$ cat src/rtl/errsel_access_gate.sv
module errsel_access_gate #(
  parameter int NUM_REC = 8,
  parameter int REC_W   = 32
) (
  input  logic                     clk,
  input  logic                     rst_n,
  input  logic                     req_vld,
  input  logic [1:0]               req_op0,
  input  logic [2:0]               req_op1,
  input  logic [3:0]               req_crn,
  input  logic [3:0]               req_crm,
  input  logic [2:0]               req_op2,
  input  logic                     req_wr,
  input  logic [1:0]               req_lvl,
  input  logic [63:0]              req_wdata,
  input  logic                     l3_present,
  input  logic                     l2_active,
  input  logic                     fg_present,
  input  logic                     l3_undef_first,
  input  logic                     l3_undef_sel,
  input  logic                     l3_err_trap,
  input  logic                     l3_err_wr_trap,
  input  logic                     l2_err_trap,
  input  logic                     l3_fg_en,
  input  logic                     fg_rd_trap,
  input  logic                     fg_wr_trap,
  input  logic [NUM_REC*REC_W-1:0] rec_bank,
  output logic                     rsp_vld,
  output logic [1:0]               rsp_kind,
  output logic [5:0]               rsp_ec,
  output logic [63:0]              rsp_rdata,
  output logic [15:0]              sel_idx,
  output logic [REC_W-1:0]         rec_data,
  output logic                     rec_oor
);
  localparam int SEL_W = 16;
  localparam logic [1:0] K_OK = 2'b00, K_UND = 2'b01, K_T2 = 2'b10, K_T3 = 2'b11;
  localparam logic [5:0] TRAP_EC = 6'h18;

  logic hit, l3_hit, fg_hit, go;
  logic [1:0] kind;
  logic [SEL_W-1:0] sel_q;
  logic unused_hi;

  assign unused_hi = ^req_wdata[63:SEL_W];
  assign hit = req_vld && req_op0 == 2'b11 && req_op1 == 3'b000 &&
               req_crn == 4'b0101 && req_crm == 4'b0011 && req_op2 == 3'b001;
  assign l3_hit = l3_present && (l3_err_trap || (req_wr && l3_err_wr_trap));
  assign fg_hit = l2_active && fg_present && (!l3_present || l3_fg_en) &&
                  (req_wr ? fg_wr_trap : fg_rd_trap);

  always_comb begin
    kind = K_OK;
    case (req_lvl)
      2'd0: kind = K_UND;
      2'd1: begin
        if (l3_hit && l3_undef_first)     kind = K_UND;
        else if (l2_active && l2_err_trap) kind = K_T2;
        else if (fg_hit)                   kind = K_T2;
        else if (l3_hit)                   kind = l3_undef_sel ? K_UND : K_T3;
      end
      2'd2: begin
        if (l3_hit && l3_undef_first) kind = K_UND;
        else if (l3_hit)              kind = l3_undef_sel ? K_UND : K_T3;
      end
      default: kind = K_OK;
    endcase
  end

  assign go = hit && kind == K_OK;

  always_ff @(posedge clk) begin
    if (!rst_n) begin
      sel_q     <= '0;
      rsp_vld   <= 1'b0;
      rsp_kind  <= K_OK;
      rsp_ec    <= '0;
      rsp_rdata <= '0;
    end else begin
      rsp_vld   <= hit;
      rsp_kind  <= hit ? kind : K_OK;
      rsp_ec    <= (hit && kind[1]) ? TRAP_EC : '0;
      rsp_rdata <= (go && !req_wr) ? {{(64-SEL_W){1'b0}}, sel_q} : '0;
      if (go && req_wr) sel_q <= req_wdata[SEL_W-1:0];
    end
  end

  assign sel_idx = sel_q;

  always_comb begin
    rec_data = '0;
    for (int i = 0; i < NUM_REC; i++)
      if (sel_q == SEL_W'(i)) rec_data = rec_bank[i*REC_W +: REC_W];
  end
  assign rec_oor = sel_q >= SEL_W'(NUM_REC);


  lvl0_undef_chk: assert property (@(posedge clk) disable iff (!rst_n)
    hit && req_lvl == 2'd0 |=> rsp_vld && rsp_kind == K_UND);

  lvl3_ok_chk: assert property (@(posedge clk) disable iff (!rst_n)
    hit && req_lvl == 2'd3 |=> rsp_vld && rsp_kind == K_OK);

  trap_ec_chk: assert property (@(posedge clk) disable iff (!rst_n)
    rsp_vld && rsp_kind[1] |-> rsp_ec == TRAP_EC);

  no_match_stable_chk: assert property (@(posedge clk) disable iff (!rst_n)
    !hit |=> !rsp_vld && $stable(sel_idx));

  rdata_hi_zero_chk: assert property (@(posedge clk) disable iff (!rst_n)
    rsp_rdata[63:SEL_W] == '0);

  oor_zero_chk: assert property (@(posedge clk) disable iff (!rst_n)
    rec_oor |-> rec_data == '0);
endmodule

$ cat config.mk
export PLATFORM = sky130hd
export DESIGN_NAME = errsel_access_gate
export DESIGN_NICKNAME = d
export VERILOG_FILES = /design/src/rtl/errsel_access_gate.sv
export SDC_FILE = /design/constraint.sdc
export NUM_CORES = 1
export LEC_CHECK = 0
export BUFFER_PORTS_ARGS = -buffer_cell sky130_fd_sc_hd__buf_2
export CAP_MARGIN = 20
export CORE_AREA = 2 2 187 189
export DETAILED_ROUTE_END_ITERATION = 8
export DIE_AREA = 0 0 189 191
export GPL_TIMING_DRIVEN = 1
export SYNTH_ARGS = -nofsm -noshare
export SYNTH_HDL_FRONTEND = slang
export SYNTH_SLANG_ARGS = --single-unit
$ cat constraint.sdc
create_clock -name clk -period 6.61 [get_ports clk]
set_input_delay 1.322 -clock clk [delete_from_list [all_inputs] [get_ports clk]]
set_output_delay 1.322 -clock clk [all_outputs]
set_load 0.05 [all_outputs]
After elaboration in Yosys (flattened, before gate mapping)
Cells that the tools add are included.
{"block": "word_totals", "reg_bits": 89, "inputBits": 353, "out_inout_bits": 122, "wordCells": 63}
{"block": "classes", "n_lt_le_gt_ge": 1, "n_eq_ne": 13, "mux": 17, "n_reduce_logical": 26}
{"op": "2-to-1 mux 32 bit", "count": 8}
{"op": "equality test 16 x 3 -> 1 bit (second input constant)", "count": 4}
{"op": "equality test 16 x 2 -> 1 bit (second input constant)", "count": 2}
{"op": "equality test 16 x 1 -> 1 bit (second input constant)", "count": 1}
{"op": ">= comparator 16 x 4 -> 1 bit (second input constant)", "count": 1}
{"op": "logical AND 1 bit", "count": 16}
{"op": "logical NOT 16 bit", "count": 1}
{"op": "2-to-1 mux 2 bit", "count": 6}
{"op": "case mux 2 bit (3 select lines)", "count": 1}
{"op": "2-to-1 mux 5 bit", "count": 1}
{"op": "equality test 2 bit (second input constant)", "count": 2}
{"op": "equality test 4 x 2 -> 1 bit (second input constant)", "count": 1}
{"op": "equality test 4 x 3 -> 1 bit (second input constant)", "count": 1}
{"op": "logical NOT 2 bit", "count": 2}
{"op": "AND reduction 2 bit", "count": 2}
{"op": "equality test 3 x 1 -> 1 bit (second input constant)", "count": 1}
{"op": "logical NOT 3 bit", "count": 1}
{"op": "equality test 2 x 1 -> 1 bit (second input constant)", "count": 1}
{"op": "logical NOT 1 bit", "count": 2}
{"op": "logical OR 1 bit", "count": 2}
{"op": "2-to-1 mux 1 bit", "count": 1}

Logic depth before layout (Yosys ltp)
Gate-level depths: netlist of the first run.
{"block": "logic_depth", "word_depth": 12, "mapped_depth": 8, "mapped_depth_nobuf": 5}

Worst setup path before layout of the first run
Ideal clock, no wire load.
{"block": "synth_timing", "path_type": "register to output", "startpoint": "register sel_q[0], in the netlist sel_idx[0]", "endpoint": "output rec_data[14]", "t_arrival_ps": 2741, "t_required_ps": 5288, "path_slack_ps": 2547, "stages_incl_launch_ff": 7, "cell_sequence": "dfxtp_1 > buf_2 > buf_2 > buf_2 > buf_1 > mux2i_1 > o2111ai_1"}
{"block": "synth_via", "elab_chain_len": 9}
{"element": "start, declared", "line_no": "42", "rtl": "logic [SEL_W-1:0] sel_q;"}
{"element": "start signal, assigned", "line_no": "84", "rtl": "if (go && req_wr) sel_q <= req_wdata[SEL_W-1:0];"}
{"element": "logical NOT 16 bit", "line_no": "93", "rtl": "if (sel_q == SEL_W'(i)) rec_data = rec_bank[i*REC_W +: REC_W];"}
{"element": "2-to-1 mux 32 bit (7 in a row)", "line_no": "93"}
{"element": "2-to-1 mux 32 bit (*)", "line_no": "93"}
{"element": "end, declared", "line_no": "33", "rtl": "output logic [REC_W-1:0] rec_data,"}
Mark *: on every way between the ends. The rest lies on a longest branch, timed or not.

Final worst setup path of the first run
{"block": "layout_timing", "startpoint": "register sel_q[2], in the netlist sel_idx[2]", "endpoint": "output rec_data[29]"}
The elaborated chain is that of the path after synthesis.

==> results by group, run 1 <==
Run status
  – Outcome: finished clean

CTS
  – Root Driver: clkbuf_16
  – CTS resizes: 0
  – Hold buffers post-CTS: 0
  – Sink Count: 36
  – H-tree depth: 2
  – Post-CTS Setup Bufs: 0
  – CTS tree: done
  – CTS max path bufs: 2
  – Total CTS buffers: 5
  – Reg clk slew, reported paths: 0.06 ns
  – Clock latency on the worst-skew pair: 0.28 ns

Worst setup path
  – Crit end category: output port
  – CP required: 5.29 ns
  – WP data arrival: 3.27 ns
  – Critical-path top delay cell: dfxtp_2
  – Startpoint Class: flip-flop
  – Top delay family on crit path: simple AND/OR/NAND/NOR gates
  – Crit path largest cell delay: 0.94 ns
  – Worst Path Buf+Inv: 2
  – CP Cell Sequence: nand2b_1 -> nor4_4 -> buf_4 -> o2bb2ai_1 -> a211o_1 -> buf_2
  – Worst setup path class: reg -> out
  – Crit path max fanout: 48

Logic synthesis
  – Asr flop ratio synth: 0%
  – Netlist Area Pre-Place: 4050 um2
  – Leading area contributor after synthesis: dfxtp_1
  – Area contributors post-synth: dfxtp_1 18%, mux2i_1 17%, buf_4 10%
  – Register bit count reported by yosys: 36
  – Seq/Total Area, Yosys: 17.79%
  – Syn_area_per_cell: 8.133 um2
  – Primary FF master, synth: dfxtp_1
  – Syn Inst Count: 498
  – Post-synth cell types: 55
  – Ys Warns: 0
  – EDFF count, synth: 0
  – Share of the synthesized area in the top cell type: 17.79%

Placement
  – Routability cong.: 0.8715
  – Hpwl dp: 16250 um
  – Input/output buffers: 374
  – Pre-CTS setup slack: 2.237 ns

Power
  – PwrDens: 119.4 nW/um2
  – Static Leak: 2.795 nW
  – Max VDD drop: 0.00008054 V

Global routing
  – GRT met3 Usage: 1.322%
  – Total GRT Usage: 10.15%
  – Top Usage Layer GRT: met2
  – GRT Residual Overflow: 0
  – Met1 usage: 13.01%
  – Antenna violations before repair: 1
  – Number of global-route vias before repair: 4867
  – Largest net degree at the start of global routing: 62
  – Global routing met2 resource utilization: 17.95%
  – First-pass GRT wire length: 28210 um

Route
  – Total wire length: 20250 um
  – DR vias: 5219
  – DRT iter0 DRCs: 239
  – Drt via density: 4.030
  – Detailed Routing Iterations Pass 1: 5
  – Antenna Violating Nets Remaining: 0
  – Drt wl/cell: 15.64 um
  – DRC: 0

STA
  – Final setup fails: 0
  – Skew final: 0.005962 ns
  – Final WS setup: 2.017 ns
  – TNS Setup: 0 ns
  – Slew @ Worst Pin: 0.9950 ns
  – Final Critical Period: 4.593 ns
  – RSZ-0062 raised after global routing: no
  – Slew HR: 33.67%
  – Highest clock rate: 0.2177 GHz
  – Final slew viol count: 0
  – Hold Vio Cnt, Final: 0
  – Fin crit share: 69.49%

Floorplanning
  – Top Ports: 475
  – Core footprint: 34120 um2
  – Die Ht: 191 um
  – Initial Util: 11.87%
  – Die Width: 189 um
  – Die area: 36100 um2
  – FP Rows: 68

Finish
  – Nets@finish: 1192
  – Layout cells sized above 1: 49.17%
  – Layout overhead on the synthesized area: 54.90%
  – Ant. Diodes: 0

Run
  – Number of max-cap violations: 0

Worst hold path
  – Worst hold path type: reg -> reg
[placed cells by master, fill, tap and decap left out, drive strengths merged, types with 11 or more instances in the layout]
cell type / instances
a21oi: 21
and2: 14
buf: 381
conb: 52
dfxtp: 36
inv: 15
mux2i: 68
nand2: 34
nand3: 21
nor2: 11
o211ai: 12
o21ai: 32
o22a: 17
o22ai: 16
o2bb2ai: 11
[power by group]
part,total [W],internal (W),switching [W]
sequential,0.000216,0.000216,0.000000000868
clock,0.000264,0.000164,0.0000996
combinational,0.000269,0.000100,0.000169
[registers in the layout, summed over array words and instances, names as in the netlist]
| name | cells |
|---|---|
| rsp_ec | 1 |
| sel_idx | 16 |
| rsp_vld | 1 |
| rsp_rdata | 16 |
| rsp_kind | 2 |
[final timing paths]
kind,from,endpoint,slack [ns],cells after the start
worst max-delay path,sel_idx[2]$_SDFFE_PN0P_,rec_data[29],2.02,6
worst min-delay path,sel_idx[6]$_SDFFE_PN0P_,rsp_rdata[6]$_SDFF_PN0_,0.51,1
worst max register to register,sel_idx[0]$_SDFFE_PN0P_,sel_idx[0]$_SDFFE_PN0P_,4.52,3
worst min register to register,sel_idx[6]$_SDFFE_PN0P_,rsp_rdata[6]$_SDFF_PN0_,0.51,1
[cell type report]
cell class | count | area [um2]
fill | 3884 | 27840
multi-input combinational | 401 | 2835
timing repair buffer | 381 | 1924
sequential | 36 | 725.7
tap | 455 | 569.3
clock buffer | 6 | 150.1
inverter | 14 | 52.55
clock inverter | 2 | 16.27
[layer usage]
metal | vias to the layer above | part of all wire, %
li1 | 2447 | -
met1 | 2426 | 42
met2 | 324 | 48
met3 | 22 | 7.8
met4 | 0 | 1.4
met5 | - | 0
[cell usage after synthesis, types with 2 or more instances]
cell type and instances:
nor4_1 2, o22a_1 17, nand4bb_1 2, o21ai_0 32, o211ai_1 12, nor4_2 2
mux2_2 4, buf_1 9, mux4_2 5, o31ai_1 3, and2_1 14, a211o_1 7
nand2_1 34, o22ai_1 16, buf_4 55, nand2b_1 2, nand3_2 2, nand3_1 19
nor4_4 2, o2111a_1 8, a31oi_1 2, buf_6 5, o2111ai_1 9, buf_2 17
o21a_1 9, a211oi_1 3, or3_1 3, a21oi_1 21, o2bb2ai_1 11, o221ai_1 3
mux2i_1 68, clkbuf_1 12, nor3_2 2, nor2_1 10, nor2b_1 8, dfxtp_1 36
inv_1 14
[logic make-up after synthesis]
logic type	after synthesis	synth area share [%]
AOI/OAI and AO/OA	159	28.14
xor gates and xnor gates	1	0.2163
buffers and inverters	112	16.93
DFF	36	17.79
muxes	77	20.70
other	1	0.09259
and+or+nand+nor	112	16.13
[stage by stage]
stage | hold slack [ns] | std cells | instance area [um2] | power, W | util (%)
floorplan | 0.7199 | 549 | 4242 | 0.0003988 | -
global placement | 0.4878 | 1286 | 6100 | 0.0004857 | 17.88
detailed placement | 0.5042 | 1286 | 6100 | 0.0004871 | 17.88
CTS | 0.5137 | 1294 | 6266 | 0.0007541 | 18.37
global route | 0.5271 | 1295 | 6274 | 0.0007806 | 18.39
finish | 0.5078 | 1295 | 6274 | 0.0007490 | 18.39
[worst reg2reg max path, cell delays in order (launching register included)]
cell	delay, ns
dfxtp_4	0.93
buf_4	0.70
o21ai_0	0.21
a21oi_1	0.17
(Power assumes the default switching activity.)
==> run 2, diff against run 1 <==
Settings changed: ABC_AREA set to 1, CORE_AREA 2 2 187 189 to 2 2 183 185, DIE_AREA 0 0 189 191 to 0 0 185 187.
Clock period 6.61 ns to 3.71 ns, I/O delays scaled along.
==> results by group, run 2 <==
Run status
  – Outcome: finished clean (unchanged)

CTS
  – H-tree depth: 2 (unchanged)
  – Root Driver: clkbuf_16 (unchanged)
  – Hold buffers post-CTS: 0 (unchanged)
  – Clock latency on the worst-skew pair: 0.28 ns (about the same)
  – CTS max path bufs: 2 (unchanged)
  – Sink Count: 36 (unchanged)
  – Total CTS buffers: 5 (unchanged)
  – Post-CTS Setup Bufs: 0 (unchanged)
  – Reg clk slew, reported paths: 0.06 ns (about the same)
  – CTS tree: done (unchanged)

STA
  – RSZ-0062 raised after global routing: no (unchanged)
  – Final slew viol count: 0 (unchanged)
  – TNS Setup: 0 ns (unchanged)
  – Slew HR: 63.23% (was 33.67%)
  – Slew @ Worst Pin: 0.5503 ns (was 0.9950 ns)
  – Hold Vio Cnt, Final: 0 (unchanged)
  – Skew final: 0.001296 ns (was 0.005962 ns)
  – Final Critical Period: 3.425 ns
  – Highest clock rate: 0.2920 GHz
  – Final setup fails: 0 (unchanged)
  – Final WS setup: 0.2848 ns (was 2.017 ns)
  – Worst Hold Slack: 0.4659 ns (was 0.5078 ns)
  – Fin crit share: 92.32%

Logic synthesis
  – Seq/Total Area, Yosys: 15.55% (was 17.79%)
  – Main combinational cell family by area after synthesis: simple AND/OR/NAND/NOR gates (was compound AO/OA/AOI/OAI gates)
  – Share of the synthesized area in the top cell type: 21.95% (was 17.79%)
  – Primary FF master, synth: dfxtp_1 (unchanged)
  – Syn Inst Count: 861 (was 498)
  – Complex-gate fraction of the synthesized area: 17.93% (was 28.14%)
  – Syn_area_per_cell: 5.383 um2 (was 8.133 um2)
  – Adder-Cell Fraction of Synth Area: 0% (unchanged)
  – EDFF count, synth: 0 (unchanged)
  – Xor/xnor share of the synthesized area: 0% (was 0.2162%)
  – Asr flop ratio synth: 0% (unchanged)
  – Ys Warns: 0 (unchanged)
  – Multiplexer share of the synthesized area: 0.2160% (was 20.70%)
  – Leading area contributor after synthesis: nand2_1 (was dfxtp_1)
  – Netlist Area Pre-Place: 4634 um2 (was 4050 um2)
  – Register bit count reported by yosys: 36 (unchanged)
  – Most frequent cell after synthesis: nand2_1 (was mux2i_1)
  – Area contributors post-synth: nand2_1 22%, dfxtp_1 16%, buf_4 10% (was dfxtp_1 18%, mux2i_1 17%, buf_4 10%)
  – Synth Area in Simple Gates: 42.47% (was 16.13%)
  – Top cells by count, synth: 271 x nand2_1, 105 x nor2_1, 96 x inv_1 (was 68 x mux2i_1, 55 x buf_4, 36 x dfxtp_1)
  – Post-synth cell types: 36 (was 55)

Floorplanning
  – FP Rows: 67 (was 68)
  – Initial Util: 14.10% (was 11.87%)
  – Die Ht: 187 um (was 191 um)
  – Core footprint: 32860 um2 (was 34120 um2)
  – Top Ports: 475 (unchanged)
  – Die area: 34600 um2 (was 36100 um2)
  – Die Width: 185 um (was 189 um)

Worst setup path
  – Top delay family on crit path: simple AND/OR/NAND/NOR gates (unchanged)
  – WP data arrival: 2.68 ns (was 3.27 ns)
  – FF-to-FF Start: sel_idx[1]$_SDFFE_PN0P_ (was sel_idx[0]$_SDFFE_PN0P_)
  – Worst setup path class: reg -> out (unchanged)
  – Crit path largest cell delay: 0.32 ns (was 0.94 ns)
  – Worst Path Buf+Inv: 3 (was 2)
  – Cell repeated most along the worst path: nand2_1
  – Critical-path top delay cell: dfxtp_1 (was dfxtp_2)
  – Crit path max fanout: 21 (was 48)
  – Startpoint Class: flip-flop (unchanged)
  – CP Cell Sequence: nor2_1 -> nand2_1 -> nor2_4 -> buf_4 -> and2_2 -> buf_12 -> nand2_1 -> nand3_1 -> nand2_1 -> nand3_1 -> nand2_1 -> nand2_1 -> nand2_1 -> nand2_1 -> buf_2 (was nand2b_1 -> nor4_4 -> buf_4 -> o2bb2ai_1 -> a211o_1 -> buf_2)
  – Crit end category: output port (unchanged)
  – Crit path launch: sel_idx[12]$_SDFFE_PN0P_ (was sel_idx[2]$_SDFFE_PN0P_)
  – CP required: 2.97 ns (was 5.29 ns)

Placement
  – Input/output buffers: 374 (unchanged)
  – Pre-CTS setup slack: 0.2332 ns (was 2.237 ns)
  – Hpwl dp: 19780 um (was 16250 um)
  – Dpl cells: 1648 (was 1286)
  – Routability cong.: 0.8960 (was 0.8715)

Finish
  – Final Non-Filler Cells: 1658 (was 1295)
  – Layout cells sized above 1: 35.10% (was 49.17%)
  – Most frequent cells in the layout: 374 x buf_2, 271 x nand2_1, 105 x nor2_1, 96 x inv_1, 74 x a21oi_1 (was 374 x buf_2, 68 x mux2i_1, 52 x conb_1, 34 x nand2_1, 34 x dfxtp_1)
  – Layout overhead on the synthesized area: 49.73% (was 54.90%)
  – Commonest non-fill, non-tap cell in the layout: buf_2 (unchanged)
  – Nets@finish: 1560 (was 1192)

Global routing
  – Largest net degree at the start of global routing: 45 (was 62)
  – First-pass GRT wire length: 34980 um (was 28210 um)
  – GRT Residual Overflow: 0 (unchanged)
  – Number of global-route vias before repair: 6103 (was 4867)
  – Total GRT Usage: 13.31% (was 10.15%)
  – Antenna violations before repair: 4 (was 1)

Power
  – Switch Pwr: 0.0004869 W (was 0.0002683 W)
  – Cell Int Power: 0.0008617 W (was 0.0004807 W)
  – Clock share of power: 36.1% (was 35.2%)
  – Static Leak: 3.878 nW (was 2.795 nW)
  – Max VDD drop: 0.0001567 V (was 0.00008054 V)
  – Share of power burned in registers: 28.7% (was 28.9%)
  – Logic pwr share: 35.2% (was 35.9%)
  – PwrDens: 194.3 nW/um2 (was 119.4 nW/um2)
  – Sw frac: 36.10% (was 35.82%)

Route
  – Total wire length: 24540 um (was 20250 um)
  – Detailed Routing Iterations Pass 1: 5 (unchanged)
  – Drt via density: 3.957 (was 4.030)
  – DRT iter0 DRCs: 364 (was 239)
  – Drt wl/cell: 14.80 um (was 15.64 um)
  – DR vias: 6561 (was 5219)
  – Antenna Violating Nets Remaining: 0 (unchanged)
  – DRC: 0 (unchanged)

Run
  – Number of max-cap violations: 0 (unchanged)

Worst hold path
  – Hold wc startpoint: sel_idx[11]$_SDFFE_PN0P_ (was sel_idx[6]$_SDFFE_PN0P_)
  – Worst hold path type: reg -> reg (unchanged)
## run 2: cell count changes after synthesis, sizes merged, moves of 13 or more
cell    previous run  this run
nand4              1        19
mux2i             68         1
a211oi             3        16
o22ai             16         0
a21oi             21        75
inv               14       101
nand3             21        49
nor2              11       110
o22a              17         0
nand2             34       273
## run 2: final cells by class
class | instances | area [um2]
antenna | 2 | 5.005
clock buffer | 5 | 125.1
clock inverter | 3 | 42.54
fill | 3828 | 25920
inverter | 106 | 401.6
multi-input combinational | 665 | 3019
sequential | 36 | 720.7
tap | 448 | 560.5
timing repair buffer | 393 | 2064
## run 2: cells by family (layout without fill, tap and decap cells)
family          count (synthesis)  after routing
compound gates                147            147
simple gates                  465            465
other cells                     1             54
mux                             1              1
flops                          36             36
buf+inv                       211            507
## run 2: final timing paths
check	endpoint	slack (ns)	cells after the start
setup / recovery	rec_data[21]	0.28	15
hold / removal	rsp_rdata[11]$_SDFF_PN0_	0.47	2
setup reg to reg	sel_idx[1]$_SDFFE_PN0P_	2.03	6
hold reg to reg	rsp_rdata[11]$_SDFF_PN0_	0.47	2
## run 2: through the flow
stage	power (W)	utilization, %	instance area (um2)
4_1_cts	0.001363	21.06	6920
3_3_place_gp	0.0008684	20.54	6750
6_report	0.001349	21.12	6939
2_1_floorplan	0.0007029	-	4826
3_5_place_dp	0.0008704	20.54	6750
5_1_grt	0.001413	21.11	6937
## run 2: worst min-delay path, cell delays in order (launching register included)
cell	delay, ns
dfxtp_1	0.31
inv_1	0.07
nor2_1	0.04
## run 2: power by group through the flow
stage	Sequential [W]	Combinational (W)	Clock, W
4_1_cts	0.000386	0.000477	0.000499
3_3_place_gp	0.000395	0.000473	0
6_report	0.000386	0.000475	0.000487
5_1_grt	0.000386	0.000513	0.000514
3_5_place_dp	0.000395	0.000475	0
2_1_floorplan	0.000395	0.000308	0
## run 2: what timing repair did
action / 4_1_cts / 5_1_grt
setup endpoints to repair: 4 / 19
resized for setup: 1 / 2
hold endpoints to repair: 0 / 0
## run 2: routing by layer
| metal | vias up | routed length [um] | global-route usage [%] |
|---|---|---|---|
| met5 | - | 13 | 0 |
| li1 | 3310 | - | - |
| met1 | 2950 | 10660 | 17.18 |
| met2 | 287 | 11940 | 24.06 |
| met4 | 2 | 167 | 1.587 |
| met3 | 12 | 1758 | 1.694 |
